<file path="config.mk">
export PLATFORM = sky130hd
export DESIGN_NAME = txc_ctrl
export DESIGN_NICKNAME = d
export VERILOG_FILES = /design/src/rtl/txc_pkg.sv /design/src/rtl/txc_cmd_queue.sv /design/src/rtl/txc_gap_timer.sv /design/src/rtl/txc_stat_buf.sv /design/src/rtl/txc_ctrl.sv
export SDC_FILE = /design/constraint.sdc
export NUM_CORES = 1
export LEC_CHECK = 0
export ABC_AREA = 0
export BUFFER_PORTS_ARGS = -buffer_cell sky130_fd_sc_hd__buf_2
export CORE_UTILIZATION = 50
export DETAILED_ROUTE_END_ITERATION = 16
export PLACE_DENSITY = 0.71
export SYNTH_ARGS = -nofsm -noshare
export SYNTH_HDL_FRONTEND = slang
export SYNTH_SLANG_ARGS = --single-unit
</file>
<file path="constraint.sdc">
create_clock -name clk -period 4.7 [get_ports clk]
set_clock_uncertainty 0.05 [all_clocks]
set_input_delay 0.94 -clock clk [delete_from_list [all_inputs] [get_ports clk]]
set_output_delay 0.94 -clock clk [all_outputs]
set_load 0.005 [all_outputs]
</file>
<file path="src/rtl/txc_pkg.sv">
package txc_pkg;

   typedef enum logic [1:0] {
      OP_NONE = 2'b00,
      OP_SEND = 2'b01,
      OP_CLR  = 2'b10,
      OP_DROP = 2'b11
   } txc_op_e;

endpackage

</file>
<file path="src/rtl/txc_cmd_queue.sv">
// Pending transmit commands, oldest at slot 0.
// Host edits are applied first, then the completion pop.
module txc_cmd_queue #(
   parameter int DEPTH  = 2,
   parameter int PAGE_W = 4,
   localparam int CNT_W = $clog2(DEPTH + 1)
) (
   input  logic              clk,
   input  logic              rst_n,
   input  logic              push,
   input  logic [PAGE_W-1:0] push_page,
   input  logic              drop,
   input  logic              drop_skip_head,
   input  logic              pop,
   output logic              push_rejected,
   output logic [PAGE_W-1:0] head_after_cmd,
   output logic [CNT_W-1:0]  cnt_after_cmd,
   output logic [CNT_W-1:0]  count
);

   logic [PAGE_W-1:0] slot_q [DEPTH];
   logic [PAGE_W-1:0] slot_a [DEPTH];
   logic [PAGE_W-1:0] slot_n [DEPTH];
   logic [CNT_W-1:0]  cnt_q, cnt_a, cnt_n;
   logic [CNT_W-1:0]  victim;

   assign victim = drop_skip_head ? CNT_W'(1) : CNT_W'(0);

   always_comb begin
      slot_a        = slot_q;
      cnt_a         = cnt_q;
      push_rejected = 1'b0;
      if (push) begin
         if (cnt_q == CNT_W'(DEPTH)) begin
            push_rejected = 1'b1;
         end else begin
            for (int i = 0; i < DEPTH; i++) begin
               if (i == int'(cnt_q)) slot_a[i] = push_page;
            end
            cnt_a = cnt_q + CNT_W'(1);
         end
      end else if (drop && (cnt_q > victim)) begin
         for (int i = 0; i < DEPTH - 1; i++) begin
            if (i >= int'(victim)) slot_a[i] = slot_q[i+1];
         end
         cnt_a = cnt_q - CNT_W'(1);
      end
   end

   always_comb begin
      slot_n = slot_a;
      cnt_n  = cnt_a;
      if (pop && (cnt_a != '0)) begin
         for (int i = 0; i < DEPTH - 1; i++) slot_n[i] = slot_a[i+1];
         cnt_n = cnt_a - CNT_W'(1);
      end
   end

   genvar g;
   generate
      for (g = 0; g < DEPTH; g++) begin : g_slot
         always_ff @(posedge clk or negedge rst_n) begin
            if (!rst_n) slot_q[g] <= '0;
            else        slot_q[g] <= slot_n[g];
         end
      end
   endgenerate

   always_ff @(posedge clk or negedge rst_n) begin
      if (!rst_n) cnt_q <= '0;
      else        cnt_q <= cnt_n;
   end

   assign head_after_cmd = slot_a[0];
   assign cnt_after_cmd  = cnt_a;
   assign count          = cnt_q;

endmodule

</file>
<file path="src/rtl/txc_gap_timer.sv">
// Counts the minimum inactive interval after the done flag is cleared.
module txc_gap_timer #(
   parameter int GAP_CYCLES = 4
) (
   input  logic clk,
   input  logic rst_n,
   input  logic load,
   output logic idle
);

   generate
      if (GAP_CYCLES == 0) begin : g_nogap
         logic unused_gap0;
         assign unused_gap0 = ^{clk, rst_n, load};
         assign idle        = 1'b1;
      end else begin : g_count
         localparam int CW = $clog2(GAP_CYCLES + 1);
         logic [CW-1:0] cnt_q;
         always_ff @(posedge clk or negedge rst_n) begin
            if (!rst_n)              cnt_q <= '0;
            else if (load)           cnt_q <= CW'(GAP_CYCLES);
            else if (cnt_q != '0)    cnt_q <= cnt_q - CW'(1);
         end
         assign idle = (cnt_q == '0);
      end
   endgenerate

endmodule

</file>
<file path="src/rtl/txc_stat_buf.sv">
// Two-slot completion status: a visible slot and a held slot.
module txc_stat_buf (
   input  logic clk,
   input  logic rst_n,
   input  logic comp,
   input  logic comp_ack,
   input  logic clr,
   input  logic gap_idle,
   output logic done,
   output logic ack,
   output logic held,
   output logic clr_hit
);

   logic done_q, ack_q, held_q, hack_q;
   logic promote, direct;

   always_comb begin
      promote = !done_q && gap_idle && held_q;
      direct  = !done_q && gap_idle && !held_q && comp;
      clr_hit = clr && done_q;
   end

   always_ff @(posedge clk or negedge rst_n) begin
      if (!rst_n) begin
         done_q <= 1'b0;
         ack_q  <= 1'b0;
      end else if (clr_hit) begin
         done_q <= 1'b0;
         ack_q  <= 1'b0;
      end else if (promote || direct) begin
         done_q <= 1'b1;
         ack_q  <= promote ? hack_q : comp_ack;
      end
   end

   always_ff @(posedge clk or negedge rst_n) begin
      if (!rst_n) begin
         held_q <= 1'b0;
         hack_q <= 1'b0;
      end else if (comp && !direct) begin
         held_q <= 1'b1;
         hack_q <= comp_ack;
      end else if (promote) begin
         held_q <= 1'b0;
      end
   end

   assign done = done_q;
   assign ack  = ack_q;
   assign held = held_q;

endmodule

</file>
<file path="src/rtl/txc_ctrl.sv">
module txc_ctrl #(
   parameter int DEPTH      = 2,
   parameter int PAGE_W     = 4,
   parameter int GAP_CYCLES = 4,
   localparam int CNT_W     = $clog2(DEPTH + 1)
) (
   input  logic              clk,
   input  logic              rst_n,
   input  logic              cmd_valid,
   input  logic [1:0]        cmd_op,
   input  logic [PAGE_W-1:0] cmd_page,
   input  logic              token_in,
   output logic              tx_start,
   output logic [PAGE_W-1:0] tx_page,
   input  logic              tx_done,
   input  logic              tx_ack,
   input  logic              irq_en,
   output logic              stat_done,
   output logic              stat_ack,
   output logic              stat_ovf,
   output logic [CNT_W-1:0]  pend_cnt,
   output logic              irq
);
   import txc_pkg::*;

   generate
      if (DEPTH < 2) begin : g_bad_depth
         $error("txc_ctrl: DEPTH must be at least 2");
      end
      if (PAGE_W < 1) begin : g_bad_page
         $error("txc_ctrl: PAGE_W must be at least 1");
      end
      if (GAP_CYCLES < 0) begin : g_bad_gap
         $error("txc_ctrl: GAP_CYCLES must not be negative");
      end
   endgenerate

   txc_op_e op;
   logic    do_send, do_clr, do_drop;
   logic    in_flight_q, start_q;
   logic [PAGE_W-1:0] page_q;
   logic    ovf_q;
   logic    comp, launch;
   logic    rejected;
   logic [PAGE_W-1:0] head_pg;
   logic [CNT_W-1:0]  cnt_post, cnt_now;
   logic    done_w, ack_w, held_w, clr_hit_w, gap_idle_w;

   assign op      = txc_op_e'(cmd_op);
   assign do_send = cmd_valid && (op == OP_SEND);
   assign do_clr  = cmd_valid && (op == OP_CLR);
   assign do_drop = cmd_valid && (op == OP_DROP);
   assign comp    = in_flight_q && tx_done;

   txc_cmd_queue #(.DEPTH(DEPTH), .PAGE_W(PAGE_W)) u_queue (
      .clk            (clk),
      .rst_n          (rst_n),
      .push           (do_send),
      .push_page      (cmd_page),
      .drop           (do_drop),
      .drop_skip_head (in_flight_q),
      .pop            (comp),
      .push_rejected  (rejected),
      .head_after_cmd (head_pg),
      .cnt_after_cmd  (cnt_post),
      .count          (cnt_now)
   );

   assign launch = !in_flight_q && token_in && (cnt_post != '0) && !held_w;

   always_ff @(posedge clk or negedge rst_n) begin
      if (!rst_n) begin
         in_flight_q <= 1'b0;
         start_q     <= 1'b0;
         page_q      <= '0;
      end else begin
         start_q <= launch;
         if (launch) begin
            in_flight_q <= 1'b1;
            page_q      <= head_pg;
         end else if (comp) begin
            in_flight_q <= 1'b0;
         end
      end
   end

   always_ff @(posedge clk or negedge rst_n) begin
      if (!rst_n)        ovf_q <= 1'b0;
      else if (rejected) ovf_q <= 1'b1;
      else if (do_clr)   ovf_q <= 1'b0;
   end

   txc_gap_timer #(.GAP_CYCLES(GAP_CYCLES)) u_gap (
      .clk   (clk),
      .rst_n (rst_n),
      .load  (clr_hit_w),
      .idle  (gap_idle_w)
   );

   txc_stat_buf u_stat (
      .clk      (clk),
      .rst_n    (rst_n),
      .comp     (comp),
      .comp_ack (tx_ack),
      .clr      (do_clr),
      .gap_idle (gap_idle_w),
      .done     (done_w),
      .ack      (ack_w),
      .held     (held_w),
      .clr_hit  (clr_hit_w)
   );

   assign tx_start  = start_q;
   assign tx_page   = page_q;
   assign stat_done = done_w;
   assign stat_ack  = ack_w;
   assign stat_ovf  = ovf_q;
   assign pend_cnt  = cnt_now;
   assign irq       = done_w && irq_en;

endmodule

</file>
=== Yosys cells after proc, flatten, opt, wreduce, memory -nomap -nowiden ===
Cells that the tools add are included.
Widths: inputs -> output; s select.

* Bits in registers: 24
* Input bits: 13
* Output and inout bits: 11
* Logic and storage cells: 81

* Add/sub/neg operators: 4
* Magnitude comparators: 2
* Equality and inequality tests: 5
* Mux-type cells: 28
* Reductions and logical operators: 30

{| class="wikitable"
|+ Operators by type and width
! operator !! number
|-
| $mux 4 || 7
|-
| $logic_and 1x1->1 || 16
|-
| $mux 1 || 14
|-
| $reduce_bool 2->1 || 6
|-
| $mux 2 || 4
|-
| $mux 8 || 1
|-
| $eq 2x2->1 const B || 3
|-
| $mux 3 || 2
|-
| $logic_not 1->1 || 4
|-
| $sub 2x1->2 const B || 2
|-
| $logic_not 3->1 || 1
|-
| $reduce_bool 3->1 || 1
|-
| $sub 3x1->3 const B || 1
|-
| $add 2x1->2 const B || 1
|-
| $eq 2x1->1 const B || 1
|-
| $eq 2x2->1 const A || 1
|-
| $ge 1x2->1 const A || 1
|-
| $gt 2x2->1 || 1
|-
| $logic_not 2->1 || 1
|-
| $logic_or 1x1->1 || 1
|}

=== Longest topological paths before layout ===
* Word-level depth: 9
* Depth in mapped cells: 10

=== By module ===
A second synthesis with hierarchy kept.

* Cell total of the unflattened synthesis: 132
* Area total of the unflattened synthesis: 1,430.1 um^2

{| class="wikitable"
|+ By module, submodules not included
! module !! times used !! cells each !! area an instance (um^2)
|-
| txc_cmd_queue || 1 || 72 || 735.7
|-
| txc_ctrl || 1 || 24 || 306.5
|-
| txc_stat_buf || 1 || 20 || 203.9
|-
| txc_gap_timer || 1 || 16 || 183.9
|}

=== Worst setup path after synthesis ===
OpenSTA, ideal clock, no wires.

* Path kind: reg-to-reg
* Start: register u_queue.cnt_q[0], in the netlist u_queue.count[0]
* End: register page_q[2], in the netlist tx_page[2]
* Arrival: 2,479 ps
* Path slack: 2,022 ps
* Cell stages (with the launch flop): 10
* Path buffers: 1
* Clock period less this slack: 2,678 ps
* Cell sequence: dfrtp_1 -> inv_1 -> ha_1 -> o21ba_4 -> buf_6 -> mux2i_1 -> a221o_1 -> ha_1 -> nor4b_2 -> a21oi_1

* Cells in the longest elaborated chain, start to end: 7

{| class="wikitable"
|+ Ends and longest elaborated chain
! element !! RTL line !! text
|-
| start, declared || txc_cmd_queue.sv:24 || <nowiki>logic [CNT_W-1:0] cnt_q, cnt_a, cnt_n;</nowiki>
|-
| start signal, assigned || txc_cmd_queue.sv:71 || <nowiki>else cnt_q <= cnt_n;</nowiki>
|-
| $gt 2x2->1 || txc_cmd_queue.sv:42 || <nowiki>end else if (drop && (cnt_q > victim)) begin</nowiki>
|-
| $logic_and 1x1->1 || txc_cmd_queue.sv:42 ||
|-
| $mux 2 || txc_cmd_queue.sv:42 ||
|-
| $mux 2 (*) || txc_cmd_queue.sv:33 || <nowiki>if (push) begin</nowiki>
|-
| $reduce_bool 2->1 (*) || txc_ctrl.sv:69 || <nowiki>assign launch = !in_flight_q && token_in && (cnt_post != '0) && !held_w;</nowiki>
|-
| $logic_and 1x1->1 (*) (2 in series) || txc_ctrl.sv:69 ||
|-
| net launch || txc_ctrl.sv:43 || <nowiki>logic comp, launch;</nowiki>
|-
| end signal, assigned || txc_ctrl.sv:80 || <nowiki>page_q <= head_pg;</nowiki>
|-
| end, declared || txc_ctrl.sv:41 || <nowiki>logic [PAGE_W-1:0] page_q;</nowiki>
|}

Mark *: on every way through the listed nets, which the timed path passes. The rest lies on a longest branch.
A chain may end at the register's enable or synchronous reset.

=== Final worst setup path ===
Same ends and word-level chain as after synthesis.

==> metrics.yaml <==
hold_buffers: 0
p_switching_mw: 0.338
yosys.area.top_type_share_pct: 45.1
dr_wl_met2_mm: 1.24
fin_nets: 171
drt_drc_violations_left: 0
power_frac_comb_pct: 43.6
fin_area_sq_um: 1530
synth_edf_count: 0
holdWs_ns: 0.471
end_kind: "flop"
finalCriticalPeriod_ns: 2.93
clockBufferDepth: 2
p_int_mw: 0.585
dp.final_hpwl_mm: 1.92
period_share_pct: 62.2
vias: 964
diodes: 0
grt_overflow: 0
grt_pass1_wl_mm: 3.92
drtIter0Drc: 15
syn_inst: 123
syn_area_sq_um: 1330
portBuffers: 23
max-vdd-ir-drop_uv: 343
async_flop_share_pct: 100
worst_pin_slew_ns: 0.770
die_area_sq_um: 2870
critPathMaxFanout: 10
slew-limit-headroom_pct: 48.5
track_usage_pct: 19.6
ys_seq_area_share_pct: 45.1
avgRoutedWirePerCell_um: 14.2
rsz0062_at_grt: "no"
cts.htree.levels: 1
drt-total-wl_mm: 2.55
ys_seq_elements: 24
maxCapViolations: 0
post_cts_resized: 0
yosysMostFrequentCell: "dfrtp_1"
drv_slew: 0
hold_depth: 2
antenna_found_initial: 0
power_leakage_nw: 0.780
cts_tree: "yes"
hold_viol: 0
grt_max_degree: 25
n_fill_cell: 214
clock-sinks: 24
yosys_warnings: 0
yosysTopAreaCell: "dfrtp_1"
drive_gt1_share_pct: 26.2
ant_nets: 0
place_ws_ns: 1.77
total_power_mw: 0.923
synthFlopType: "dfrtp_1"
synthToLayoutAreaGrowth_pct: 14.6
synth_common_cells: "dfrtp_1, mux2i_1, inv_1"
hp-start: "u_queue.slot_q[2]"
placed_area_sq_um: 1470
place.gp.congestion: 0.766
dr.pass1.iters: 5
fin_ws_ns: 1.77
power.clock.fraction_pct: 16.1
postCtsSetupBuffers: 0
start_kind: "flop"
clock_latency_ns: 0.31
hold_class: "reg -> reg"
switching_share_pct: 36.6
ios: 24
grt_pass1_vias: 881
synth.area.top_cells: "dfrtp_1, mux2i_1, ha_1"
power.density_nw_per_um2: 605
fin_setup_tns_ns: 0
syn-num-nets: 144
rrSetupSlack_ns: 1.77
crit_type: "reg -> reg"
timing.fmax_ghz: 0.342
core_area_sq_um: 2500
top_layer_used: "met4"
report.final.setup_viol: 0
synthDistinctLibCells: 33
wl_met1_mm: 1.20
status: "finished clean"
start_util_pct: 53.3
cts_buffers: 3
reg2reg_from: "u_queue.count[0]"
die_h_um: 53.6
hold_path_end: "u_queue.slot_q[2]"
avgSynthCellArea_sq_um: 10.8
crit_arrival_ns: 3.12
dr_wl_met3_um: 89
root_buffer: "clkbuf_4"
die_x_um: 53.6
ff2ff_path_depth: 9
rr_endpoint: "tx_page[2]"
worst_ep_required_time_ns: 4.89
viasPerCell: 5.39
rows: 18
clkSlewWorstSetupHoldPaths_ns: 0.14
p_seq_share_pct: 40.3
routing by layer:
| metal | track usage [%] | vias up |
|---|---|---|
| li1 | - | 484 |
| met1 | 25.6 | 456 |
| met2 | 33.3 | 22 |
| met3 | 2.54 | 2 |
| met4 | 6.58 | 0 |
| met5 | 0 | - |
logic make-up after synthesis:
family | share of synthesized area [%]
multiplexers | 9.87
XOR/XNOR | 1.32
buffers and inverters | 3.95
AND/OR/NAND/NOR | 19.4
AO/OA/AOI/OAI | 12.9
adder cells (fa/ha/maj) | 7.52
flip-flops | 45.1
metrics by stage:
step	instances	util, %
detailed placement	175	58.9
finish	179	61.0
CTS	179	61.0
global placement	175	58.9
global route	179	61.0
floorplan	123	-
power groups by stage:
stage | Sequential (mW) | Combinational [mW] | Clock [mW]
6_report | 0.372 | 0.402 | 0.149
5_1_grt | 0.387 | 0.452 | 0.160
4_1_cts | 0.374 | 0.405 | 0.153
3_5_place_dp | 0.378 | 0.404 | 0
3_3_place_gp | 0.373 | 0.385 | 0
2_1_floorplan | 0.367 | 0.301 | 0
worst max path at each step:
stage	startpoint	end	cells past startpoint
2_1_floorplan	u_queue.count[0]	tx_page[2]	9
3_3_place_gp	cmd_op[1]	tx_page[2]	7
3_5_place_dp	cmd_op[1]	tx_page[2]	8
4_1_cts	u_queue.count[0]	tx_page[2]	9
5_1_grt	u_queue.count[0]	tx_page[2]	9
6_report	u_queue.count[0]	tx_page[2]	9
critical path, cell delays in order, from the launching register on:
cell and delay, ns:
dfrtp_1 0.45, inv_1 0.14, ha_1 0.33, o21ba_4 0.24, mux2i_1 0.13, a221o_1 0.34
ha_1 0.25, nor4b_2 0.69, nor2_1 0.09, a21oi_1 0.15
final cells by class:
| type | instances | area, sq um | area share (%) |
|---|---|---|---|
| inverters | 11 | 41.3 | 2.71 |
| flip-flops and latches | 24 | 601 | 39.4 |
| multi-input cells | 87 | 678 | 44.5 |
| clock buffers | 3 | 22.5 | 1.48 |
| clock inverters | 1 | 30.0 | 1.97 |
| repair buffers | 23 | 115 | 7.55 |
| well taps | 30 | 37.5 | 2.46 |
sequential cells by signal, indices dropped and copies added, names as in the netlist:
register and cells:
u_queue.count 2, stat_ovf 1, u_stat.ack 1, u_stat.hack_q 1, u_stat.done 1, u_stat.held 1
u_queue.slot_q 8, in_flight_q 1, tx_start 1, u_gap.g_count.cnt_q 3, tx_page 4
cells in the final DEF (no fill, tap or decap):
master,synthesis,routed
a211oi_1,1,1
a21o_1,1,1
a21oi_1,5,5
a221o_1,1,1
a311oi_2,4,4
and2_1,3,3
and3_1,4,4
and4bb_1,1,1
buf_2,0,23
bufinv_16,0,1
clkbuf_4,0,3
dfrtp_1,24,24
ha_1,8,8
inv_1,11,11
mux2_2,1,1
mux2i_1,12,12
nand2_1,9,9
nand2_2,1,1
nand2b_1,2,2
nand3_1,2,2
nand3b_1,1,1
nand4b_2,1,1
nor2_1,8,8
nor2_2,1,1
nor3_1,1,1
nor3b_1,5,5
nor4b_2,1,1
o211ai_1,1,1
o21ai_0,6,6
o21ba_4,1,1
o31ai_1,1,1
or2_2,1,1
or2_4,1,1
or2b_1,1,1
xnor2_1,2,2
Note: power is estimated with default switching activity, not from simulation.
